==> config.mk <==
export PLATFORM = sky130hd
export DESIGN_NAME = frame_scanout
export DESIGN_NICKNAME = d
export VERILOG_FILES = /design/src/rtl/fs_pkg.sv /design/src/rtl/fs_timing.sv /design/src/rtl/fs_dot_walker.sv /design/src/rtl/fs_out_stage.sv /design/src/rtl/frame_scanout.sv
export SDC_FILE = /design/constraint.sdc
export NUM_CORES = 1
export LEC_CHECK = 0
export ABC_AREA = 0
export BUFFER_PORTS_ARGS = -buffer_cell sky130_fd_sc_hd__clkbuf_2
export CORE_ASPECT_RATIO = 0.5
export CORE_MARGIN = 2
export CORE_UTILIZATION = 31
export CTS_BUF_LIST = sky130_fd_sc_hd__clkbuf_16
export DETAILED_ROUTE_END_ITERATION = 8
export GPL_ROUTABILITY_DRIVEN = 1
export PLACE_DENSITY = 0.56
export REMOVE_ABC_BUFFERS = 1
export SLEW_MARGIN = 30
export SYNTH_ARGS = -nofsm -noshare
export SYNTH_HDL_FRONTEND = slang
export SYNTH_SLANG_ARGS = --single-unit
==> constraint.sdc <==
create_clock -name clk_i -period 4.5 [get_ports clk_i]
set_input_delay 0.225 -clock clk_i [delete_from_list [all_inputs] [get_ports clk_i]]
set_output_delay 0.225 -clock clk_i [all_outputs]
set_load 0.05 [all_outputs]
==> src/rtl/fs_pkg.sv <==
package fs_pkg;
  localparam int DOTS_PER_WORD = 4;
  localparam int SEL_W         = 2;

  typedef struct packed {
    logic de;
    logic hsync_n;
    logic vsync_n;
  } fs_ctrl_t;

  localparam fs_ctrl_t CTRL_IDLE = '{de: 1'b0, hsync_n: 1'b1, vsync_n: 1'b1};
endpackage

==> src/rtl/fs_timing.sv <==
module fs_timing
  import fs_pkg::*;
#(
  parameter int PCLK_DIV = 2,
  parameter int H_ACT    = 480,
  parameter int H_FP     = 10,
  parameter int H_SW     = 4,
  parameter int H_BP     = 10,
  parameter int V_ACT    = 960,
  parameter int V_FP     = 8,
  parameter int V_SW     = 2,
  parameter int V_BP     = 8
) (
  input  logic     clk_i,
  input  logic     rst_ni,
  output logic     ce_o,
  output logic     h_act_o,
  output logic     v_act_o,
  output logic     line_end_o,
  output logic     frame_end_o,
  output fs_ctrl_t ctrl_o
);
  localparam int H_TOT = H_ACT + H_FP + H_SW + H_BP;
  localparam int V_TOT = V_ACT + V_FP + V_SW + V_BP;
  localparam int H_W   = $clog2(H_TOT);
  localparam int V_W   = $clog2(V_TOT);
  localparam int DIV_W = (PCLK_DIV > 1) ? $clog2(PCLK_DIV) : 1;

  logic [H_W-1:0] h_q;
  logic [V_W-1:0] v_q;
  logic           ce;

  if (PCLK_DIV > 1) begin : g_div
    logic [DIV_W-1:0] div_q;
    always_ff @(posedge clk_i or negedge rst_ni) begin
      if (!rst_ni)                             div_q <= '0;
      else if (div_q == DIV_W'(PCLK_DIV - 1))  div_q <= '0;
      else                                     div_q <= div_q + 1'b1;
    end
    assign ce = rst_ni && (div_q == DIV_W'(PCLK_DIV - 1));

    AST_CE_GAP: assert property (@(posedge clk_i) disable iff (!rst_ni)
      ce |=> !ce);
  end else begin : g_nodiv
    assign ce = rst_ni;
  end

  always_ff @(posedge clk_i or negedge rst_ni) begin
    if (!rst_ni) begin
      h_q <= '0;
      v_q <= '0;
    end else if (ce) begin
      if (h_q == H_W'(H_TOT - 1)) begin
        h_q <= '0;
        v_q <= (v_q == V_W'(V_TOT - 1)) ? '0 : v_q + 1'b1;
      end else begin
        h_q <= h_q + 1'b1;
      end
    end
  end

  assign ce_o        = ce;
  assign h_act_o     = h_q < H_W'(H_ACT);
  assign v_act_o     = v_q < V_W'(V_ACT);
  assign line_end_o  = h_q == H_W'(H_TOT - 1);
  assign frame_end_o = v_q == V_W'(V_TOT - 1);

  always_comb begin
    ctrl_o.de      = h_act_o && v_act_o;
    ctrl_o.hsync_n = !((h_q >= H_W'(H_ACT + H_FP)) && (h_q < H_W'(H_ACT + H_FP + H_SW)));
    ctrl_o.vsync_n = !((v_q >= V_W'(V_ACT + V_FP)) && (v_q < V_W'(V_ACT + V_FP + V_SW)));
  end

  AST_CNT_HOLD: assert property (@(posedge clk_i) disable iff (!rst_ni)
    !ce |=> ($stable(h_q) && $stable(v_q)));
endmodule

==> src/rtl/fs_dot_walker.sv <==
module fs_dot_walker
  import fs_pkg::*;
#(
  parameter int H_ACT      = 480,
  parameter int V_ACT      = 960,
  parameter int IMG_COLS   = 320,
  parameter int IMG_ROWS   = 97,
  parameter int BLANK_ROWS = 4,
  parameter int ADDR_W     = 14
) (
  input  logic              clk_i,
  input  logic              rst_ni,
  input  logic              ce_i,
  input  logic              h_act_i,
  input  logic              v_act_i,
  input  logic              line_end_i,
  input  logic              frame_end_i,
  output logic [ADDR_W-1:0] addr_o,
  output logic [SEL_W-1:0]  sel_o,
  output logic              dark_o
);
  localparam int ROW_MAX = (H_ACT / 3 > BLANK_ROWS + IMG_ROWS) ? H_ACT / 3 : BLANK_ROWS + IMG_ROWS;
  localparam int COL_MAX = (V_ACT / 3 > IMG_COLS) ? V_ACT / 3 : IMG_COLS;
  localparam int ROW_W   = $clog2(ROW_MAX + 1);
  localparam int COL_W   = $clog2(COL_MAX + 1);
  localparam int IDX_W   = $clog2(IMG_COLS * IMG_ROWS);

  logic [ROW_W-1:0] row_q, row_nx;
  logic [COL_W-1:0] col_q;
  logic [1:0]       row_sub_q, col_sub_q;
  logic [IDX_W-1:0] ptr_q, base_q, base_nx;

  assign row_nx  = row_q + 1'b1;
  // column base saturates at the last picture column so the pointer stays in range
  assign base_nx = (col_q < COL_W'(IMG_COLS - 1)) ? base_q + 1'b1 : base_q;

  always_ff @(posedge clk_i or negedge rst_ni) begin
    if (!rst_ni) begin
      row_q     <= '0;
      row_sub_q <= '0;
      col_q     <= '0;
      col_sub_q <= '0;
      base_q    <= '0;
      ptr_q     <= '0;
    end else if (ce_i) begin
      if (line_end_i) begin
        row_q     <= '0;
        row_sub_q <= '0;
        if (frame_end_i) begin
          col_q     <= '0;
          col_sub_q <= '0;
          base_q    <= '0;
          ptr_q     <= '0;
        end else if (v_act_i && col_sub_q == 2'd2) begin
          col_sub_q <= '0;
          col_q     <= col_q + 1'b1;
          base_q    <= base_nx;
          ptr_q     <= base_nx;
        end else begin
          if (v_act_i) col_sub_q <= col_sub_q + 1'b1;
          ptr_q <= base_q;
        end
      end else if (h_act_i) begin
        if (row_sub_q == 2'd2) begin
          row_sub_q <= '0;
          row_q     <= row_nx;
          if (row_nx > ROW_W'(BLANK_ROWS) && row_nx < ROW_W'(BLANK_ROWS + IMG_ROWS))
            ptr_q <= ptr_q + IDX_W'(IMG_COLS);
        end else begin
          row_sub_q <= row_sub_q + 1'b1;
        end
      end
    end
  end

  assign addr_o = ADDR_W'(ptr_q[IDX_W-1:SEL_W]);
  assign sel_o  = ptr_q[SEL_W-1:0];
  assign dark_o = (row_q < ROW_W'(BLANK_ROWS)) || (col_q >= COL_W'(IMG_COLS));

  AST_IDX_BOUND: assert property (@(posedge clk_i) disable iff (!rst_ni)
    32'(ptr_q) < 32'(IMG_COLS * IMG_ROWS));
  AST_BLANK_AT_BASE: assert property (@(posedge clk_i) disable iff (!rst_ni)
    (row_q < ROW_W'(BLANK_ROWS + 1)) |-> (ptr_q == base_q));
  AST_FILL_HOLD: assert property (@(posedge clk_i) disable iff (!rst_ni)
    (ce_i && h_act_i && !line_end_i && row_q >= ROW_W'(BLANK_ROWS + IMG_ROWS - 1))
      |=> (ptr_q == $past(ptr_q)));
endmodule

==> src/rtl/fs_out_stage.sv <==
module fs_out_stage
  import fs_pkg::*;
#(
  parameter int RGB_W = 24
) (
  input  logic                     clk_i,
  input  logic                     rst_ni,
  input  logic                     ce_i,
  input  fs_ctrl_t                 ctrl_i,
  input  logic                     dark_i,
  input  logic [SEL_W-1:0]         sel_i,
  input  logic [DOTS_PER_WORD-1:0] ram_data_i,
  output logic                     de_o,
  output logic                     hsync_no,
  output logic                     vsync_no,
  output logic [RGB_W-1:0]         rgb_o
);
  fs_ctrl_t         s1_ctrl_q, s2_ctrl_q;
  logic             s1_dark_q;
  logic [SEL_W-1:0] s1_sel_q;
  logic             dot;

  assign dot = s1_ctrl_q.de && !s1_dark_q && ram_data_i[s1_sel_q];

  // stage 1 waits for the read issued on the same tick; stage 2 meets the data
  always_ff @(posedge clk_i or negedge rst_ni) begin
    if (!rst_ni) begin
      s1_ctrl_q <= CTRL_IDLE;
      s1_dark_q <= 1'b1;
      s1_sel_q  <= '0;
      s2_ctrl_q <= CTRL_IDLE;
      rgb_o     <= '0;
    end else if (ce_i) begin
      s1_ctrl_q <= ctrl_i;
      s1_dark_q <= dark_i;
      s1_sel_q  <= sel_i;
      s2_ctrl_q <= s1_ctrl_q;
      rgb_o     <= dot ? '1 : '0;
    end
  end

  assign de_o     = s2_ctrl_q.de;
  assign hsync_no = s2_ctrl_q.hsync_n;
  assign vsync_no = s2_ctrl_q.vsync_n;

  AST_DE_SYNC_EXCL: assert property (@(posedge clk_i) disable iff (!rst_ni)
    de_o |-> (hsync_no && vsync_no));
  AST_RGB_MONO: assert property (@(posedge clk_i) disable iff (!rst_ni)
    (rgb_o == '0) || (rgb_o == '1));
  AST_OUT_HOLD: assert property (@(posedge clk_i) disable iff (!rst_ni)
    !ce_i |=> ($stable(rgb_o) && $stable(de_o)));
endmodule

==> src/rtl/frame_scanout.sv <==
module frame_scanout
  import fs_pkg::*;
#(
  parameter int PCLK_DIV   = 2,
  parameter int H_ACT      = 480,
  parameter int H_FP       = 10,
  parameter int H_SW       = 4,
  parameter int H_BP       = 10,
  parameter int V_ACT      = 960,
  parameter int V_FP       = 8,
  parameter int V_SW       = 2,
  parameter int V_BP       = 8,
  parameter int IMG_COLS   = 320,
  parameter int IMG_ROWS   = 97,
  parameter int BLANK_ROWS = 4,
  parameter int ADDR_W     = 14,
  parameter int RGB_W      = 24
) (
  input  logic              clk_i,
  input  logic              rst_ni,
  output logic              pix_ce_o,
  output logic              hsync_no,
  output logic              vsync_no,
  output logic              de_o,
  output logic [RGB_W-1:0]  rgb_o,
  output logic              ram_rd_en_o,
  output logic [ADDR_W-1:0] ram_addr_o,
  input  logic [3:0]        ram_data_i
);
  logic             ce, h_act, v_act, line_end, frame_end, dark;
  logic [SEL_W-1:0] sel;
  fs_ctrl_t         ctrl;

  fs_timing #(
    .PCLK_DIV(PCLK_DIV), .H_ACT(H_ACT), .H_FP(H_FP), .H_SW(H_SW), .H_BP(H_BP),
    .V_ACT(V_ACT), .V_FP(V_FP), .V_SW(V_SW), .V_BP(V_BP)
  ) u_timing (
    .clk_i, .rst_ni,
    .ce_o(ce), .h_act_o(h_act), .v_act_o(v_act),
    .line_end_o(line_end), .frame_end_o(frame_end), .ctrl_o(ctrl)
  );

  fs_dot_walker #(
    .H_ACT(H_ACT), .V_ACT(V_ACT), .IMG_COLS(IMG_COLS), .IMG_ROWS(IMG_ROWS),
    .BLANK_ROWS(BLANK_ROWS), .ADDR_W(ADDR_W)
  ) u_walker (
    .clk_i, .rst_ni, .ce_i(ce), .h_act_i(h_act), .v_act_i(v_act),
    .line_end_i(line_end), .frame_end_i(frame_end),
    .addr_o(ram_addr_o), .sel_o(sel), .dark_o(dark)
  );

  fs_out_stage #(.RGB_W(RGB_W)) u_out (
    .clk_i, .rst_ni, .ce_i(ce), .ctrl_i(ctrl), .dark_i(dark), .sel_i(sel),
    .ram_data_i, .de_o, .hsync_no, .vsync_no, .rgb_o
  );

  assign pix_ce_o    = ce;
  assign ram_rd_en_o = ce;
endmodule

Word-level counts from Yosys, hierarchy flattened
Cells that the tools add are included.
{ "word_totals": {"reg_bits": 104, "latchBits": 0, "ramBits": 0, "mem_bits_ro": 0, "in_bits": 6, "out_inout_bits": 43, "elab_cells": 90, "mem_count": 0} }
{ "op_classes": {"addsub": 9, "n_mul": 0, "div_mod_pow": 0, "n_lt_le_gt_ge": 12, "n_eq_ne": 4, "n_shift": 0, "muxes": 24, "bitwise": 0, "reduce_logical": 23} }
{ "ops": {"columns": ["operator", "count"], "rows": [
  ["$mux 15", 7],
  ["$lt 9x9->1 const B", 3],
  ["$mux 9", 3],
  ["$mux 24", 1],
  ["$mux 8", 3],
  ["$lt 10x10->1 const B", 2],
  ["$add 9x1->9 const B", 2],
  ["$ge 9x9->1 const B", 2],
  ["$add 15x1->15 const B", 1],
  ["$add 15x9->15 const B", 1],
  ["$mux 2", 6],
  ["$add 10x1->10 const B", 1],
  ["$eq 10x10->1 const B", 1],
  ["$ge 10x10->1 const B", 1],
  ["$mux 10", 1],
  ["$eq 9x9->1 const B", 1],
  ["$reduce_and 3->1", 3],
  ["$add 8x1->8 const B", 1],
  ["$gt 8x3->1 const B", 1],
  ["$logic_and 1x1->1", 8],
  ["$lt 8x3->1 const B", 1],
  ["$lt 8x7->1 const B", 1],
  ["$reduce_bool 2->1", 4],
  ["$add 2x1->2 const B", 2],
  ["10 further kinds", 15]
]} }

Longest topological paths before layout
Gate-level depths: netlist of the first run.
{ "depth": {"ltp_word": 7, "ltp_mapped": 10, "mapped_depth_nobuf": 9} }

Hierarchy
A second synthesis of the first run with hierarchy kept.
{ "unflattened": {"hier_cells": 546, "hier_area_um2": 4913.5} }
{ "modules_own_cells": {"columns": ["mod", "instances", "cells_each", "area_per_inst_um2"], "rows": [
  ["fs_dot_walker", 1, 376, 3211.8],
  ["fs_timing", 1, 121, 1118.6],
  ["fs_out_stage", 1, 48, 575.6],
  ["frame_scanout", 1, 1, 7.5]
]} }

Worst setup path before layout of the first run
OpenSTA, ideal clock, no wires.
{ "synth_timing": {"path_kind": "register to register", "from": "register u_walker.row_q[0]", "to": "register u_walker.ptr_q[10]", "arrival_ps": 2217, "t_required_ps": 4430, "path_slack_ps": 2214, "path_stages_with_launch": 9, "n_path_buf": 1, "path_cell_list": "dfrtp_1 > ha_1 > buf_4 > nor4_4 > o31ai_4 > a21o_1 > a211o_1 > or4b_1 > nand3_1"} }
{ "synth_via": {"elab_chain_len": 5} }
{ "synth_rtl": {"columns": ["element", "line", "source"], "rows": [
  ["start: declaration", "fs_dot_walker.sv:28", "logic [ROW_W-1:0] row_q, row_nx;"],
  ["start signal: assignment", "fs_dot_walker.sv:66", "row_q <= row_nx;"],
  ["$add 8x1->8 *", "fs_dot_walker.sv:33", "assign row_nx = row_q + 1'b1;"],
  ["$gt 8x3->1 or $lt 8x7->1 (tied branches)", "fs_dot_walker.sv:67", "if (row_nx > ROW_W'(BLANK_ROWS) && row_nx < ROW_W'(BLANK_ROWS + IMG_ROWS))"],
  ["$logic_and 1x1->1 *", "fs_dot_walker.sv:67", null],
  ["$reduce_bool 2->1 (no source line) *", null, null],
  ["$reduce_and 4->1 (no source line) *", null, null],
  ["end signal: assignment", "fs_dot_walker.sv:58", "ptr_q <= base_nx;"],
  ["end signal: assignment", "fs_dot_walker.sv:61", "ptr_q <= base_q;"],
  ["end signal: assignment", "fs_dot_walker.sv:68", "ptr_q <= ptr_q + IDX_W'(IMG_COLS);"],
  ["end: declaration", "fs_dot_walker.sv:31", "logic [IDX_W-1:0] ptr_q, base_q, base_nx;"]
]} }
Mark *: on every way between the ends. The rest lies on a longest branch, timed or not.
A chain may end at the register's enable or synchronous reset.

Worst setup path after layout of the first run
{ "layout_timing": {"from": "register u_timing.h_q[1]", "to": "register u_walker.ptr_q[10]"} }
{ "layout_via": {"elab_chain_len": 3} }
{ "layout_rtl": {"columns": ["element", "line", "source"], "rows": [
  ["start: declaration", "fs_timing.sv:29", "logic [H_W-1:0] h_q;"],
  ["start signal: assignment", "fs_timing.sv:57", "h_q <= h_q + 1'b1;"],
  ["$lt 9x9->1 or $eq 9x9->1 (tied branches)", "fs_timing.sv:63, fs_timing.sv:65", null],
  ["$reduce_bool 2->1 (no source line)", null, null],
  ["$reduce_and 4->1 (no source line)", null, null]
]} }
Several ways; a longest one is shown, not always the timed one.

==> flow_summary.toml, run 1 <==
[status]
status = "completed"

[die]
io_pins = 49
num_rows = 31
start_util_pct = 32.1
die_w_um = 178
die_h_um = 91.1
core_um2 = 14600
die_area_um2 = 16200

[sta]
post-route-min-period_ns = 3.04
finalClockSkew_ns = 0.00904
setup_slack_ns = 1.46
post-route-period-util_pct = 67.5
finalHoldViolCount = 0
final.setup.tns_ns = 0
finalSetupViolCount = 0
worst_pin_slew_ns = 0.917
rsz0062_at_grt = "false"
finalMaxSlewViolations = 0
fmax_ghz = 0.329
relSlewSlack_pct = 38.4

[clock_network]
holdBufCountCts = 0
cts.sinks = 81
clock_path_buffers = 2
clock_latency_ns = 0.34
clock-root-buffer = "clkbuf_16"
cts_made_buffers = 9
post_cts_buffers = 0
path_clk_slew_ns = 0.06
cts_resized = 0
htree_levels = 3
cts_tree = "yes"

[routing]
wire_per_inst_um = 14.2
via_per_inst = 5.04
dr.first_iter.drc_count = 271
vias = 3743
drtAntennaViolNets = 0
drt_wl_total_mm = 10.6
drc = 0
drtPass1Iterations = 4

[power_and_ir_drop]
p_sw_uw = 606
power_density_nw_per_um2 = 386
p_comb_share_pct = 17.0
swShare_pct = 29.9
power.share.clock_pct = 41.0
p_int_uw = 1420
irDropWorstVdd_uv = 208
pwr-share-seq_pct = 42.0
power_uw = 2030
leakage_uw = 0.00228

[job]
maxCapViolations = 0

[final_layout]
layout_commonest_cell = "nand2_1"
final_cell_mix = "87 x nand2_1, 76 x dfrtp_1, 60 x o21ai_0"
num-nets-final = 555
syn_to_final_growth_pct = 11.8
post-route-util_pct = 35.9
insertedDiodeCount = 0
post_route_cells_drive_above_1_share_pct = 16.9

[yosys]
ys_seq_area_share_pct = 43.3
synth_cell_types = 66
async_reset_ff_share_pct = 100
yosysWarnings = 0
ys_ff_latch = 81
syn_area_um2 = 4700
synth_flop_cell = "dfrtp_1"
synth_edf_count = 0
avgSynthCellArea_um2 = 8.90
syn_inst = 528

[place]
dpl.hpwl_mm = 7.05
place_congestion = 0.773
dp_slack_ns = 1.25
numPortBuffers = 47

[grt]
grt_overflow = 0
grt_pass1_wl_mm = 18.2
grt_pass1_vias = 3660
antenna_found_initial = 0
grtUsageTotal_pct = 13.9
grt_max_degree = 82

[critical_path]
cp.buffers_inverters = 0
worstPathCellList = "ha_1 > nand4b_1 > nor2_1 > o21ai_1 > a211o_1 > or4b_1 > nand3_1"
crit_family = "simple AND/OR/NAND/NOR gates"
max_stage_delay_ns = 0.65
path_class = "flop to flop"
arrival_ns = 3.30
crit_required_ns = 4.77
worst-r2r-setup-slack_ns = 1.46
critPathMaxFanout = 13
r2r-start = "u_timing.h_q[1]"
reg2regPathDepth = 7
cp-endpoint = "u_walker.ptr_q[10]"
critPathCaptureType = "flop"
critical-path-slowest-cell = "nor2_1"
worst_setup_path_start_kind = "flop"
critPathLaunch = "u_timing.h_q[1]"
worstReg2RegEnd = "u_walker.ptr_q[10]"
path_depth = 7

[hold_path]
min_path_type = "input port to async pin"
==> final cells by class <==
| type | count | area [um^2] |
|---|---|---|
| fill | 1503 | 9370 |
| multi-input combinational | 383 | 2310 |
| sequential | 81 | 2030 |
| inverter | 13 | 48.8 |
| clock inverter | 7 | 110 |
| timing repair buffer | 52 | 279 |
| clock buffer | 9 | 225 |
| tap | 198 | 248 |
==> cell usage after synthesis, types with 5 or more instances <==
master    instances  area, um^2
inv_1            13        48.8
o21ai_0          61         305
a31oi_1           7        43.8
nor2_1           37         139
nand4_1          10        62.6
o31ai_1          11        82.6
buf_2             6        30.0
nor3_1            6        30.0
clkbuf_1         14        52.6
and3_1           15        93.8
xnor2_1          20         175
nand3_1          24         120
xor2_1            8        70.1
nand2_1          87         327
a21oi_1           9        45.0
buf_4            29         218
dfstp_2           5         131
dfrtp_1          76        1900
ha_1              9         113
o211ai_1          5        37.5
==> how the worst min path moves through the flow <==
stage / end / slack [ns] / depth (start not counted)
CTS: u_timing.g_div.div_q / 0.08 / 2
detailed placement: u_timing.g_div.div_q / 0.41 / 1
global route: u_timing.g_div.div_q / 0.12 / 2
global placement: u_timing.g_div.div_q / 0.41 / 1
floorplan: u_out.de_o / -0.07 / 0
finish: u_timing.g_div.div_q / 0.03 / 2
==> state kept, by name, indices dropped and copies added (netlist names) <==
register / flops
u_walker.base_q: 15
u_timing.g_div.div_q: 1
u_out.vsync_no: 1
u_walker.row_q: 8
u_out.s1_ctrl_q: 3
u_out.de_o: 1
u_timing.v_q: 10
u_walker.col_q: 9
u_out.s1_dark_q: 1
u_out.rgb_o: 1
u_timing.h_q: 9
u_out.s1_sel_q: 2
u_out.hsync_no: 1
u_walker.col_sub_q: 2
u_walker.row_sub_q: 2
u_walker.ptr_q: 15
==> kinds of logic after synthesis <==
group	synth area share [%]
and+or+nand+nor	23.8
adders and majority gates	2.40
muxes	1.38
AOI/OAI and AO/OA	16.1
DFF	43.3
buffers and inverters	7.75
xor gates and xnor gates	5.22
other	0.0798
==> per-stage QoR <==
stage / cell area [um^2] / hold slack [ns] / instances
3_3_place_gp: 4910 / 0.405 / 727
3_5_place_dp: 4910 / 0.409 / 727
4_1_cts: 5250 / 0.0808 / 743
5_1_grt: 5250 / 0.117 / 743
2_1_floorplan: 4380 / -0.0706 / 477
6_report: 5250 / 0.0312 / 743
==> power by group through the flow <==
stage / clock network (uW) / logic, uW / registers (uW)
final: 833 / 345 / 851
after global routing: 881 / 380 / 862
after CTS: 848 / 347 / 850
after detailed placement: 0 / 346 / 862
after global placement: 0 / 343 / 860
after floorplan: 0 / 155 / 951
==> worst register-to-register path, delay by kind of cell, from the launching register on <==
kind / cells / cell delay, ns
adders and majority gates: 1 / 0.21
AOI/OAI and AO/OA: 2 / 0.94
DFF: 1 / 0.40
and+or+nand+nor: 4 / 1.43
==> metal layers <==
metal / GRT usage [%] / vias up / part of all wire (%)
li1: - / 1867 / -
met1: 19.0 / 1823 / 51
met2: 22.1 / 47 / 46
met3: 3.31 / 6 / 2.6
met4: 3.69 / 0 / 0.73
met5: 0 / - / 0
Note: power is estimated with default switching activity, not from simulation.
==> run 2: changes to the inputs <==
--- a/config.mk
+++ b/config.mk
@@ -5,7 +5,7 @@
 export SDC_FILE = /design/constraint.sdc
 export NUM_CORES = 1
 export LEC_CHECK = 0
-export ABC_AREA = 0
+export ABC_AREA = 1
 export BUFFER_PORTS_ARGS = -buffer_cell sky130_fd_sc_hd__clkbuf_2
 export CORE_ASPECT_RATIO = 0.5
 export CORE_MARGIN = 2
==> constraint.sdc (replaced) <==
create_clock -name clk_i -period 3.1 [get_ports clk_i]
set_input_delay 0.155 -clock clk_i [delete_from_list [all_inputs] [get_ports clk_i]]
set_output_delay 0.155 -clock clk_i [all_outputs]
set_load 0.05 [all_outputs]
==> run 2 against run 1 <==
  * Via count rose by 3.4%
  * Clock skew fell by 0.0030 ns
  * Non-clock buffer count fell by 1
  * Utilization rose by 0.30 points
  * Global-route usage fell by 0.34 points
  * Combinational power rose by 150%
  * Synthesized area fell by 1.8%
  * Count of clock-buffer cells in the layout did not move
==> flow_summary.toml, run 2 <==
[yosys]
avgSynthCellArea_um2 = 7.81
synth_top_family_by_area = "simple AND/OR/NAND/NOR gates"
synth_edf_count = 0
async_reset_ff_share_pct = 100
synth_most_common_cell = "nand2_1"
synth_cell_types = 41
synth_top_cell_area_share_pct = 41.2
synth_area_leaders = "dfrtp_1 41%, nand2_1 11%, inv_1 6.4%"
ys_ff_latch = 81
synth_mux_area_share_pct = 0
synth_top_cell_by_area = "dfrtp_1"
syn_area_um2 = 4610
syn_inst = 591
ys_seq_area_share_pct = 44.1
synthSimpleGateAreaFrac_pct = 28.6
yosysWarnings = 0
synth_compound_area_share_pct = 10.5
synth_flop_cell = "dfrtp_1"
synth_adder_area_share_pct = 2.44
synth_xor_area_share_pct = 2.66
synthTopCellsByCount = "134 x nand2_1, 79 x inv_1, 76 x dfrtp_1"

[grt]
grtUsageTotal_pct = 13.6
grt_overflow = 0
grt_pass1_vias = 3543
grt_max_degree = 60
grt_pass1_wl_mm = 17.6
antenna_found_initial = 0

[sta]
relSlewSlack_pct = 49.4
finalHoldViolCount = 0
finalClockSkew_ns = 0.00600
fmax_ghz = 0.438
rsz0062_at_grt = "false"
setup_slack_ns = 0.817
post-route-min-period_ns = 2.28
final.setup.tns_ns = 0
finalMaxSlewViolations = 0
worst_pin_slew_ns = 0.758
post-route-period-util_pct = 73.6
finalSetupViolCount = 0

[final_layout]
final_cell_mix = "134 x nand2_1, 79 x inv_1, 76 x dfrtp_1"
layout_commonest_cell = "nand2_1"
fin_cells = 825
multiInputGateArea_um2 = 2040
fill_cells = 1497
insertedDiodeCount = 0
final_area_um2 = 5250
num-nets-final = 637
post_route_cells_drive_above_1_share_pct = 16.1
syn_to_final_growth_pct = 13.9
ff_latch_area_um2 = 2030
reg_top3 = "u_walker.base_q x15, u_walker.ptr_q x15, u_timing.v_q x10"

[power_and_ir_drop]
leakage_uw = 0.00271
irDropWorstVdd_uv = 254
power_density_nw_per_um2 = 654

[critical_path]
critical-path-slowest-cell = "dlygate4sd3_1"
path_class = "input port to flop"
crit_required_ns = 3.31
critPathLaunch = "rst_ni"
worst_setup_path_start_kind = "input port"
reg2regPathDepth = 11
critPathCaptureType = "flop"
critPathMaxFanout = 24
worstReg2RegEnd = "u_walker.ptr_q[10]"
max_stage_delay_ns = 0.53
worst-r2r-setup-slack_ns = 0.98
arrival_ns = 2.49
worstPathCellList = "dlygate4sd3_1 > buf_4 > nand2_1 > inv_1 > nand2_4 > nor2_2 > inv_1 > o21ai_0 > nor2_1"
r2r-start = "u_timing.h_q[0]"
cp_common_cell = "inv_1"
cp-endpoint = "u_timing.v_q[4]"

[die]
die_h_um = 90.3
num_rows = 31
start_util_pct = 31.8
die_w_um = 177
core_um2 = 14500
io_pins = 49
die_area_um2 = 15900

[clock_network]
post_cts_buffers = 0
cts_tree = "yes"
clock_latency_ns = 0.34
clock_path_buffers = 2
cts_resized = 0
clock-root-buffer = "clkbuf_16"
path_clk_slew_ns = 0.06
cts.sinks = 81
cts_made_buffers = 9
htree_levels = 3

[place]
numPortBuffers = 47
place_inst = 808
place_congestion = 0.820
dp_slack_ns = 0.958
placed_cell_area_um2 = 4910
dpl.hpwl_mm = 7.21

[hold_path]
min_path_type = "input port to flop"

[routing]
drtPass1Iterations = 5
via_per_inst = 4.69
wire_per_inst_um = 12.4
vias = 3870
drt_wl_total_mm = 10.2
drc = 0
dr.first_iter.drc_count = 248
drtAntennaViolNets = 0

[status]
status = "completed"

[job]
maxCapViolations = 0
run 2: worst min path at each step:
stage | start | endpoint | slack, ns | cells past startpoint
after floorplan | rst_ni | u_out.de_o | -0.14 | 0
after global placement | rst_ni | u_walker.col_q[6] | 0.08 | 1
final | ram_data_i[3] | u_out.rgb_o[22] | 0.22 | 4
after detailed placement | rst_ni | u_walker.col_q[6] | 0.08 | 1
after global routing | ram_data_i[3] | u_out.rgb_o[22] | 0.25 | 4
after CTS | ram_data_i[3] | u_out.rgb_o[22] | 0.21 | 4
run 2: critical path: cells and delay by family:
kind	cells	cell delay, ns
AND/OR/NAND/NOR	4	0.83
AO/OA/AOI/OAI	1	0.11
buffers and inverters	4	1.38
run 2: cell type report:
| cell class | instances | area share, % |
|---|---|---|
| clock buffers | 9 | 4.29 |
| clock inverters | 7 | 2.07 |
| inverters | 85 | 6.26 |
| multi-input cells | 394 | 38.8 |
| flip-flops and latches | 81 | 38.7 |
| well taps | 198 | 4.72 |
| repair buffers | 51 | 5.14 |
run 2: power by group:
group          switching [uW]  internal [uW]
registers                 156           1220
logic                     575            274
clock network             436            779
total                    1170           2270
run 2: metrics by stage:
| stage | total power [uW] | hold slack (ns) | util [%] |
|---|---|---|---|
| after floorplan | 2030 | -0.141 | - |
| after global placement | 2230 | 0.0776 | 33.8 |
| after detailed placement | 2240 | 0.0791 | 33.8 |
| after CTS | 3460 | 0.213 | 36.2 |
| after global routing | 3640 | 0.254 | 36.2 |
| final | 3440 | 0.219 | 36.2 |
run 2: repair_timing:
action                                  in CTS  in global routing
hold endpoints to repair                    22                  0
hold buffers                                 1                  0
endpoints found under the setup margin       0                  0
run 2: logic make-up (layout without fill, tap and decap cells):
logic type | count (synthesis) | in the layout
simple gates | 284 | 284
buf+inv | 116 | 152
compound gates | 86 | 86
flops | 81 | 81
xor+xnor | 14 | 14
fa+ha+maj | 9 | 9
other cells | 1 | 1
run 2: metal layers:
layer	vias to the layer above	global-route usage, %	part of all wire [%]
li1	1957	-	-
met1	1835	19.5	51
met2	66	20.6	44
met3	12	3.07	4.0
met4	0	3.37	1.2
met5	-	0	0
